==> config.mk <==
export PLATFORM = sky130hd
export DESIGN_NAME = rot_irq_resolver
export DESIGN_NICKNAME = d
export VERILOG_FILES = /design/src/rtl/rot_irq_resolver.sv
export SDC_FILE = /design/constraint.sdc
export NUM_CORES = 1
export LEC_CHECK = 0
export ABC_CLOCK_PERIOD_IN_PS = 4600
export BUFFER_PORTS_ARGS = -buffer_cell sky130_fd_sc_hd__buf_2
export CAP_MARGIN = 10
export CORE_AREA = 2 2 110 80
export CTS_CLUSTER_DIAMETER = 40
export DETAILED_ROUTE_END_ITERATION = 8
export DIE_AREA = 0 0 112 82
export GPL_ROUTABILITY_DRIVEN = 0
export PLACE_DENSITY = 0.71
export SLEW_MARGIN = 20
export SYNTH_ARGS = -nofsm -noshare
export SYNTH_HDL_FRONTEND = slang
export SYNTH_SLANG_ARGS = --single-unit
==> constraint.sdc <==
create_clock -name clk -period 4.6 [get_ports clk]
set_input_delay 0.23 -clock clk [delete_from_list [all_inputs] [get_ports clk]]
set_output_delay 0.23 -clock clk [all_outputs]
set_load 0.02 [all_outputs]
==> src/rtl/rot_irq_resolver.sv <==
module rot_irq_resolver #(
  parameter int N = 8,
  parameter int CASCADE_LINE = 2
) (
  input  logic                 clk,
  input  logic                 rst,
  input  logic [N-1:0]         irq_in,
  input  logic [N-1:0]         trig_level,
  input  logic                 mask_wr,
  input  logic [N-1:0]         mask_data,
  input  logic                 rot_wr,
  input  logic [$clog2(N)-1:0] rot_data,
  input  logic                 auto_end,
  input  logic                 rot_on_auto_end,
  input  logic                 skip_cascade,
  input  logic                 ack,
  input  logic                 end_irq,
  output logic                 int_req,
  output logic [$clog2(N)-1:0] ack_line
);
  localparam int IDX_W = $clog2(N);
  localparam logic [IDX_W:0] NONE = (IDX_W+1)'(N);
  localparam logic [N-1:0] ONE = {{(N-1){1'b0}}, 1'b1};

  logic [N-1:0]     pend_q, serv_q, mask_q, prev_q;
  logic [IDX_W-1:0] base_q;

  function automatic logic [IDX_W:0] top_rank(input logic [N-1:0] vec, input logic [IDX_W-1:0] b);
    logic [IDX_W:0] r;
    r = NONE;
    for (int j = N-1; j >= 0; j--)
      if (vec[b + IDX_W'(j)]) r = (IDX_W+1)'(j);
    return r;
  endfunction

  logic [IDX_W:0]   req_rank, svc_rank, ret_rank;
  logic [IDX_W-1:0] win_line, ret_line;
  logic [N-1:0]     svc_vec, win_oh, ret_oh, rise;
  logic             take;

  assign svc_vec  = skip_cascade ? (serv_q & ~(ONE << CASCADE_LINE)) : serv_q;
  assign req_rank = top_rank(pend_q & ~mask_q, base_q);
  assign svc_rank = top_rank(svc_vec, base_q);
  assign ret_rank = top_rank(serv_q, base_q);

  assign win_line = req_rank[IDX_W-1:0] + base_q;
  assign ret_line = ret_rank[IDX_W-1:0] + base_q;
  assign int_req  = req_rank < svc_rank;
  assign ack_line = int_req ? win_line : {IDX_W{1'b1}};

  assign take   = ack & int_req;
  assign win_oh = take ? (ONE << win_line) : '0;
  assign ret_oh = (end_irq && ret_rank != NONE) ? (ONE << ret_line) : '0;
  assign rise   = irq_in & ~prev_q;

  always_ff @(posedge clk) begin
    if (rst) begin
      pend_q <= '0;
      serv_q <= '0;
      mask_q <= '0;
      prev_q <= '0;
      base_q <= '0;
    end else begin
      prev_q <= irq_in;
      pend_q <= (trig_level & irq_in) | (~trig_level & ((pend_q & ~win_oh) | rise));
      serv_q <= (serv_q & ~ret_oh) | (auto_end ? '0 : win_oh);
      if (mask_wr) mask_q <= mask_data;
      if (rot_wr) base_q <= rot_data;
      else if (take && auto_end && rot_on_auto_end) base_q <= win_line + 1'b1;
    end
  end
endmodule

# After elaboration in Yosys (flattened, before gate mapping)
# Cells that the tools add are included.
[classes]
div = 0
n_eq_ne = 1
n_addsub = 10
n_mux = 79
n_mul = 0
n_lt_le_gt_ge = 9
shift = 2
n_reduce_logical = 4
bitwise_logic = 15
[op_table]
columns = ["op", "n"]
rows = [
  ["4-bit two-way mux", 24],
  ["1-bit binary-select mux with 3-bit select", 24],
  ["8-bit bitwise AND", 6],
  ["8-bit NOT", 5],
  ["3-bit by 4-bit less-than comparator with 1-bit output, second input constant", 8],
  ["1-bit two-way mux", 24],
  ["8-bit two-way mux", 3],
  ["8-bit OR", 3],
  ["1-bit by 3-bit << shifter with 8-bit output, first input constant", 2],
  ["3-bit adder, second input constant", 4],
  ["3-bit two-way mux", 4],
  ["3-bit by 1-bit adder with 3-bit output, second input constant", 2],
  ["3-bit by 2-bit adder with 3-bit output, second input constant", 2],
  ["3-bit adder", 2],
  ["4-bit less-than comparator", 1],
  ["4-bit != test, second input constant", 1],
  ["1-bit logical AND", 3],
  ["2-bit nonzero test", 1],
  ["1-bit bitwise AND", 1],
]
[word_totals]
wordCells = 125
mem_bits_rw = 0
reg_bits = 35
n_memories = 0
mem_bits_ro = 0
in_bits = 36
out_inout_bits = 4
latch_bits = 0

# Longest topological paths before layout
# Gate-level depths: netlist of run 1.
[logic_depth]
ltp_word = 20
depth_mapped = 18
mapped_depth_nobuf = 16

# Least setup slack after synthesis of run 1
# OpenSTA, ideal clock, no wires.
[synth_path]
path_type = "register -> output"
start = "register base_q[1]"
end = "output port ack_line[0]"
slack_ns = -0.035
path_stages_with_launch = 18
required_time_ns = 4.370
t_arrival_ns = 4.405
cell_sequence = "dfxtp_1 -> buf_2 -> clkinv_1 -> ha_1 -> clkbuf_1 -> mux4_2 -> o211ai_1 -> nand2_1 -> or4b_2 -> nand2_1 -> nand2_1 -> ha_1 -> o21a_1 -> o21ai_0 -> nor2b_1 -> or2_1 -> buf_2 -> nand2_1"
[synth_between]
elab_chain_cells = 13
word_cells_on_any_way = 58
classes_between = "8 x add/sub; 1 x order compare; 49 x mux"
[synth_rtl]
columns = ["item", "line", "text"]
rows = [
  ["start: declaration", "26", "logic [IDX_W-1:0] base_q;"],
  ["start signal: assignment", "68", "if (rot_wr) base_q <= rot_data;"],
  ["start signal: assignment", "69", "else if (take && auto_end && rot_on_auto_end) base_q <= win_line + 1'b1;"],
  ["3-bit adder", "32", "if (vec[b + IDX_W'(j)]) r = (IDX_W+1)'(j);"],
  ["1-bit binary-select mux with 3-bit select", "32", ""],
  ["1-bit two-way mux (implied by the code)", "32", ""],
  ["4-bit two-way mux (8 in series)", "32", ""],
  ["4-bit less-than comparator *", "48", "assign int_req = req_rank < svc_rank;"],
  ["net int_req", "18", "output logic int_req,"],
  ["3-bit two-way mux *", "49", "assign ack_line = int_req ? win_line : {IDX_W{1'b1}};"],
  ["end: declaration", "19", "output logic [$clog2(N)-1:0] ack_line"],
]
# Mark *: on every way through the listed nets, which the timed path passes. The rest lies on a longest branch. The select of a mux whose other input is x is not followed.

# Worst setup path in the final report of run 1
[layout_path]
start = "register base_q[0]"
end = "output port ack_line[2]"
[layout_between]
elab_chain_cells = 13
word_cells_on_any_way = 58
classes_between = "8 x add/sub; 1 x order compare; 49 x mux"
[layout_rtl]
columns = ["item", "line"]
rows = [
  ["3-bit adder", "32"],
  ["1-bit binary-select mux with 3-bit select", "32"],
  ["1-bit two-way mux (implied by the code)", "32"],
  ["4-bit two-way mux (8 in series)", "32"],
  ["4-bit less-than comparator / 3-bit adder (equally long branches)", "48, 46"],
  ["3-bit two-way mux *", "49"],
]
# Every way passes the cells marked *; elsewhere a longest branch is shown, timed or not. The select of a mux whose other input is x is not followed.

==> results of run 1 <==
metal layers:
metal | vias up | share of wire [%] | wire [µm]
met3 | 12 | 8.4 | 715
met1 | 1394 | 47 | 4050
met5 | - | 0 | 0
met2 | 134 | 43 | 3650
met4 | 0 | 1.3 | 109
li1 | 1394 | - | -
repair_timing:
| action | 4_1_cts | 5_1_grt |
|---|---|---|
| hold buffers | 0 | 0 |
| buffers inserted | 0 | 3 |
| setup endpoints to repair | 4 | 4 |
| gates resized for setup | 2 | 9 |
| pin swaps | 1 | 1 |
flip-flops by register name, summed over array words and instances, names as in the netlist:
| signal | flops |
|---|---|
| prev_q | 8 |
| base_q | 3 |
| pend_q | 8 |
| serv_q | 8 |
| mask_q | 8 |
metrics by stage:
stage	setup slack [ns]	area (µm²)	utilization [%]	setup TNS, ns
CTS	0.0538	3650	44.5	0
floorplan	0.0630	3200	-	0
finish	0.115	3720	45.4	0
global route	-0.125	3720	45.4	-0.392
global placement	0.419	3480	42.5	0
detailed placement	0.217	3480	42.5	0
cell families (layout without fill, tap and decap cells):
logic type,Yosys count,in the layout,synth area share (%)
fa+ha+maj,15,15,6.34
compound gates,92,92,22.7
xor+xnor,8,8,3.01
mux,46,46,20.8
buf+inv,40,79,5.44
simple gates,121,121,19.8
flops,35,35,21.9
worst paths after layout:
kind                            slack (ns)       from  cells after the start          end
worst max-delay path                  0.12  base_q[0]                     14  ack_line[2]
worst min-delay path                  0.18  irq_in[5]                      2    prev_q[5]
worst max register to register        0.24  base_q[0]                     14    base_q[2]
worst min register to register        0.48  pend_q[2]                      2    pend_q[2]
area by class of cell:
cell class / instances / area (µm²)
clock buffer: 6 / 139
clock inverter: 2 / 16.3
fill: 814 / 4480
inverter: 23 / 86.3
multi-input combinational: 282 / 2380
sequential: 35 / 701
tap: 105 / 131
timing repair buffer: 48 / 267
Yosys cell counts, types with 3 or more instances:
| cell | instances |
|---|---|
| clkbuf_1 | 9 |
| o21ai_0 | 15 |
| and2_1 | 5 |
| mux2_1 | 3 |
| nor2_1 | 31 |
| xnor2_1 | 3 |
| a2bb2oi_2 | 3 |
| a311o_1 | 7 |
| buf_2 | 4 |
| nor3_1 | 3 |
| dfxtp_1 | 35 |
| mux4_2 | 14 |
| nor2b_1 | 19 |
| nand2b_1 | 13 |
| mux2_2 | 7 |
| o211ai_2 | 3 |
| o21a_1 | 4 |
| a211oi_1 | 8 |
| a21oi_1 | 9 |
| o21ai_1 | 7 |
| mux2i_1 | 21 |
| o211ai_1 | 5 |
| a31oi_1 | 4 |
| inv_1 | 19 |
| nand3b_1 | 5 |
| o2111ai_1 | 6 |
| ha_1 | 13 |
| nand2_1 | 31 |
| xor2_1 | 3 |
==> results.cfg, run 1 <==
[final_layout]
antennaDiodeCount = 0
layout_common_cells = buf_2 (39), dfxtp_1 (35), nand2_1 (31)
final_common_cell = buf_2
drive_above_1_share_pct = 27.0
synthToLayoutAreaGrowth_pct = 16.4
final_cells = 501
nets = 446

[global_route]
antenna_found_initial = 0
use_met1_pct = 26.8
grt_pass1_vias = 2825
busiest_layer = met2
grt_max_degree = 41
grt_use_met2_pct = 29.5
grt_use_met3_pct = 4.35
grt_pass1_wl_um = 13900
grt-ovfl-total = 0
track_usage_pct = 18.9

[drt]
drtIter0Drc = 211
drc_errors = 0
wl_um = 8520
dr.pass1.iters = 5
antenna_left = 0
viasPerCell = 5.86
dr_total_vias = 2934
routedWlPerCell_um = 17.0

[timing]
tightest_slew_ns = 0.708
clock.fmax_ghz = 0.223
period_share_pct = 97.5
period_needed_ns = 4.48
setup_violations = 0
hold_violations = 0
skew_ns = 0.00574
drv_slew = 0
slew_headroom_pct = 52.8
timing.hold.ws_ns = 0.176

[yosys]
async_flop_share_pct = 0
synth_area_leader_cell = dfxtp_1
syn_area_per_cell_um2 = 8.95
synthesis.area_um2 = 3200
yosys_warnings = 0
syn_inst = 357
synth_edf_count = 0
synth.distinct_cells = 66
yosys_most_used_dff = dfxtp_1
synth_top_area_share_pct = 21.9
synth_fp_nets = 408
ys_seq_area_share_pct = 21.9
ys_seq_elements = 35
netlist_top_cells_area = dfxtp_1 (22%), mux4_2 (9.9%), mux2i_1 (6.6%), ha_1 (5.1%), nor2b_1 (3.7%)

[floorplan]
coreArea_um2 = 8200
num_rows = 28
die-area_um2 = 9180
die_y_um = 82
initial_utilization_pct = 39.0
io_pins = 40
die_w_um = 112

[worst_setup_path]
worstPathRequired_ns = 4.37
critical_path.max_fanout = 20
worst-setup-path-type = flop to primary output
cp_top_family = compound AO/OA/AOI/OAI gates
slowest_stage = mux4_1
crit_chain = buf_6 > mux4_1 > nor2_1 > o32ai_2 > a311o_1 > nor4_2 > nand3_1 > ha_1 > a211oi_1 > nand2_1 > a211oi_4 > or2_4 > nand2_1 > buf_2
max_stage_delay_ns = 0.66
worst_setup_path_end_kind = primary output
start_kind = flop
crit_top_cell = nand2_1
crit_buf_inv = 2
worstPathArrival_ns = 4.25

[placed_design]
dp_cells = 490
dp_hpwl_um = 6560
io_buffers = 39

[clock_tree]
cts.htree.levels = 2
cts.sinks = 35
cts.reportedPaths.clkPinSlew_ns = 0.06
clock_latency_ns = 0.28
cts_tree = done
clk_path_buf_depth = 2
ctsRootBufferMaster = clkbuf_16
numCtsBuffers = 5

[flow_run]
maxCapViolCount = 0

[outcome]
status = finished clean

[min_path]
min_path_type = input port to flop
Power of run 1 is not shown: default switching activity piles up to over one toggle a cycle in this logic, so the estimate is an artifact.
==> run 2, diff against run 1 <==
- ABC_AREA: default -> 1
- CORE_AREA: 2 2 110 80 -> 2 2 104 76
- DIE_AREA: 0 0 112 82 -> 0 0 106 78
- PLACE_DENSITY: 0.71 -> 0.72
==> results.cfg, run 2 <==
[yosys]
yosys_warnings = 0
syn_inst = 472
synth_top_area_share_pct = 24.6
ys_seq_area_share_pct = 24.6
synth_most_common_cell = nand2_1
synthesis.area_um2 = 2850
syn_area_per_cell_um2 = 6.04
synth_area_leader_cell = dfxtp_1
ys_seq_elements = 35
synth_edf_count = 0
netlist_top_cells_count = nand2_1 (124), nor2_1 (70), inv_1 (66), nand3_1 (48), dfxtp_1 (35)
yosys_most_used_dff = dfxtp_1
synth.distinct_cells = 35
async_flop_share_pct = 0
netlist_top_cells_area = dfxtp_1 (25%), nand2_1 (16%), nor2_1 (9.2%), inv_1 (8.7%), nand3_1 (8.4%)
synth_fp_nets = 523

[clock_tree]
cts.sinks = 35
cts.htree.levels = 2
cts_resized = 0
cts_tree = done
clock_latency_ns = 0.31
cts_setup_buffers = 0
numCtsBuffers = 5
clk_path_buf_depth = 2
ctsRootBufferMaster = clkbuf_8
postCtsHoldBufs = 0
cts.reportedPaths.clkPinSlew_ns = 0.09

[final_layout]
final_util_pct = 45.0
nets = 559
layout_common_cells = nand2_1 (124), nor2_1 (70), inv_1 (66)
regArea_um2 = 701
final_area_um2 = 3240
antennaDiodeCount = 0
final_common_cell = nand2_1
drive_above_1_share_pct = 12.6
multi_input_area_um2 = 1810
n_fill_cell = 741
synthToLayoutAreaGrowth_pct = 13.6

[drt]
dr.pass1.iters = 5
drc_errors = 0
drtIter0Drc = 230
antenna_left = 0
dr_total_vias = 3042
viasPerCell = 5.01
routedWlPerCell_um = 12.6
wl_um = 7670

[worst_setup_path]
critical_path.max_fanout = 18
worstPathRequired_ns = 4.37
start_kind = flop
worst_setup_path_end_kind = primary output
worst-setup-path-type = flop to primary output
worstPathArrival_ns = 3.73

[global_route]
grt_max_degree = 25
track_usage_pct = 19.8
grt-ovfl-total = 0
antenna_found_initial = 0
grt_pass1_wl_um = 13000
grt_pass1_vias = 2830

[timing]
fin_ws_ns = 0.637
rsz0062_at_grt = false
period_share_pct = 86.1
skew_ns = 0.0138
hold_violations = 0
clock.fmax_ghz = 0.252
tns_ns = 0
slew_headroom_pct = 50.7
setup_violations = 0
period_needed_ns = 3.96
tightest_slew_ns = 0.739
drv_slew = 0

[floorplan]
die_w_um = 106
die-area_um2 = 8270
num_rows = 26
initial_utilization_pct = 39.6
die_y_um = 78
coreArea_um2 = 7190
io_pins = 40

[min_path]
min_path_type = input port to flop

[flow_run]
maxCapViolCount = 0

[placed_design]
io_buffers = 39
dp_hpwl_um = 6200
dpl_cell_area_um2 = 3120
post-place-ws_ns = 0.829

[outcome]
status = finished clean
[run 2: cell count changes after synthesis, sizes merged, moves of 19 or more]
cell   change
nor2      +39
inv       +47
nand3     +48
nor2b     -19
mux2i     -21
nand2     +95
[run 2: critical path, cell delays in order, from the launching register on]
cell	delay [ns]
dfxtp_1	0.33
inv_2	0.24
ha_1	0.38
clkinv_1	0.19
nand3_1	0.10
nand2_1	0.07
inv_1	0.05
o21ai_1	0.20
nand2_1	0.08
nand2_1	0.07
nand2_1	0.05
nand2_1	0.06
nand2_1	0.05
nand2_1	0.08
inv_1	0.06
ha_1	0.19
fa_1	0.37
xor2_1	0.35
xnor2_4	0.19
inv_2	0.09
nand2_1	0.07
buf_2	0.16
[run 2: kinds of logic after synthesis]
kind of cell    share of synthesized area (%)
simple gates                             39.6
buf+inv                                  11.8
compound gates                           13.1
flops                                    24.6
fa+ha+maj                                7.11
xor+xnor                                 3.87
[run 2: area by class of cell]
| class | instances | area share, % |
|---|---|---|
| timing repair buffer | 43 | 6.96 |
| sequential | 35 | 21.6 |
| clock inverter | 3 | 1.47 |
| inverter | 69 | 8.00 |
| multi-input combinational | 354 | 56.0 |
| clock buffer | 5 | 2.13 |
| tap | 98 | 3.79 |
[run 2: routing by layer]
metal / GRT usage, % / vias up / routed length [µm]
li1: - / 1586 / -
met2: 29.4 / 106 / 3200
met4: 5.13 / 0 / 61
met1: 28.2 / 1342 / 3700
met3: 5.29 / 8 / 703
met5: 0 / - / 0
[run 2: worst paths after layout]
check | start | end | slack (ns) | cells after the start
setup / recovery | base_q[0] | ack_line[2] | 0.64 | 21
hold / removal | irq_in[3] | prev_q[3] | 0.14 | 3
setup reg to reg | base_q[0] | serv_q[7] | 0.75 | 21
hold reg to reg | prev_q[7] | pend_q[7] | 0.48 | 3
[run 2: metrics by stage]
| step | hold WS, ns | instances |
|---|---|---|
| finish | 0.135 | 607 |
| global route | 0.147 | 607 |
| CTS | 0.134 | 607 |
| detailed placement | 0.459 | 599 |
| global placement | 0.450 | 599 |
| floorplan | 0.345 | 472 |
Power of run 2 is left out for the same reason.
==> run 3, diff against run 2 <==
==> constraint.sdc (replaced) <==
create_clock -name clk -period 4.6 [get_ports clk]
set_input_delay 0.69 -clock clk [delete_from_list [all_inputs] [get_ports clk]]
set_output_delay 0.69 -clock clk [all_outputs]
set_load 0.02 [all_outputs]
==> results.cfg, run 3 (synthesized netlist as in run 2, its figures left out) <==
[drt]
dr_total_vias = 3015
viasPerCell = 4.97
dr.pass1.iters = 4
drc_errors = 0
wl_um = 7560
drtIter0Drc = 194
antenna_left = 0
routedWlPerCell_um = 12.5

[floorplan]
initial_utilization_pct = 39.6
num_rows = 26
die-area_um2 = 8270
coreArea_um2 = 7190
die_y_um = 78
die_w_um = 106
io_pins = 40

[global_route]
grt_max_degree = 25
grt_pass1_vias = 2702
antenna_found_initial = 0
grt-ovfl-total = 0
track_usage_pct = 19.4
grt_pass1_wl_um = 12700

[placed_design]
dp_cells = 599
post-place-ws_ns = 0.489
dp_hpwl_um = 6010
io_buffers = 39

[worst_setup_path]
reg2reg_from = base_q[0]
worstPathArrival_ns = 3.49
worstPathRequired_ns = 3.91
timing.rr.end = serv_q[3]
regToRegSetupSlack_ns = 0.99
critical_path.max_fanout = 18
start_kind = flop
ff2ff_path_depth = 24
worst-setup-path-type = flop to primary output
worst_setup_path_end_kind = primary output

[timing]
hold_violations = 0
slew_headroom_pct = 61.5
skew_ns = 0.00781
drv_slew = 0
fin_ws_ns = 0.419
period_needed_ns = 4.18
rsz0062_at_grt = false
tns_ns = 0
period_share_pct = 90.9
tightest_slew_ns = 0.577
clock.fmax_ghz = 0.239
setup_violations = 0

[clock_tree]
cts.reportedPaths.clkPinSlew_ns = 0.08
postCtsHoldBufs = 0
cts.sinks = 35
cts.htree.levels = 2
numCtsBuffers = 5
ctsRootBufferMaster = clkbuf_8
cts_setup_buffers = 0
cts_tree = done
clk_path_buf_depth = 2
clock_latency_ns = 0.31

[final_layout]
antennaDiodeCount = 0
layout_common_cells = nand2_1 (124), nor2_1 (70), inv_1 (66)
nets = 559
drive_above_1_share_pct = 13.6
final_util_pct = 45.2
synthToLayoutAreaGrowth_pct = 14.1
n_fill_cell = 753
final_cells = 607
final_common_cell = nand2_1

[min_path]
hold_end = pend_q[5]
holdCritStartpoint = prev_q[5]
hold_depth = 3
min_path_type = flop to flop

[flow_run]
maxCapViolCount = 0

[outcome]
status = finished clean
[run 3: cell types whose count changed in the layout (fill, tap and decap cells not counted), sizes merged]
cell | before | now
clkinv | 2 | 1
clkinvlp | 0 | 2
bufinv | 1 | 0
clkbuf | 5 | 6
inv | 69 | 68
[run 3: metal layers]
| metal | vias to the layer above | wire [µm] | share of wire (%) | track usage (%) |
|---|---|---|---|---|
| li1 | 1580 | - | - | - |
| met1 | 1322 | 3910 | 52 | 28.2 |
| met2 | 98 | 3040 | 40 | 29.7 |
| met3 | 15 | 485 | 6.4 | 3.87 |
| met4 | 0 | 127 | 1.7 | 4.08 |
| met5 | - | 0 | 0 | 0 |
[run 3: how the worst max path moves through the flow]
| stage | start | end | slack [ns] | cells after the start |
|---|---|---|---|---|
| after floorplan | base_q[1] | ack_line[0] | 0.32 | 15 |
| after global placement | base_q[2] | ack_line[2] | 0.58 | 19 |
| after detailed placement | base_q[0] | ack_line[2] | 0.49 | 21 |
| after CTS | base_q[0] | ack_line[2] | 0.14 | 21 |
| after global routing | base_q[0] | ack_line[2] | 0.03 | 21 |
| final | base_q[0] | ack_line[2] | 0.42 | 21 |
[run 3: timing repair]
item,4_1_cts,5_1_grt
endpoints found under the hold margin,0,0
setup endpoints to repair,0,4
resized for setup,0,8
[run 3: worst max-delay path, stage by stage (launching register included)]
cell and delay (ns):
dfxtp_1 0.38, inv_4 0.11, ha_4 0.29, clkinvlp_4 0.15, nand3_1 0.09, nand2_1 0.06, inv_1 0.05, o21ai_1 0.22
nand2_1 0.08, nand2_1 0.07, nand2_1 0.05, nand2_1 0.07, nand2_1 0.05, nand2_1 0.10, inv_1 0.06, ha_1 0.19
fa_1 0.41, xor2_2 0.20, xnor2_4 0.25, inv_2 0.08, nand2_1 0.07, buf_2 0.15
[run 3: final cells by class]
| class | instances | area (µm²) | share of cell area (%) |
|---|---|---|---|
| Clock buffer | 6 | 82.6 | 2.54 |
| Clock inverter | 2 | 16.3 | 0.500 |
| Inverter | 69 | 265 | 8.16 |
| Multi-Input combinational cell | 354 | 1840 | 56.5 |
| Sequential cell | 35 | 702 | 21.6 |
| Tap cell | 98 | 123 | 3.77 |
| Timing Repair Buffer | 43 | 225 | 6.93 |
[run 3: through the flow]
stage	area, µm²	hold WS, ns
6_report	3250	0.473
3_3_place_gp	3120	0.449
5_1_grt	3250	0.508
2_1_floorplan	2850	0.443
3_5_place_dp	3120	0.456
4_1_cts	3220	0.478
Power of run 3 is left out for the same reason.
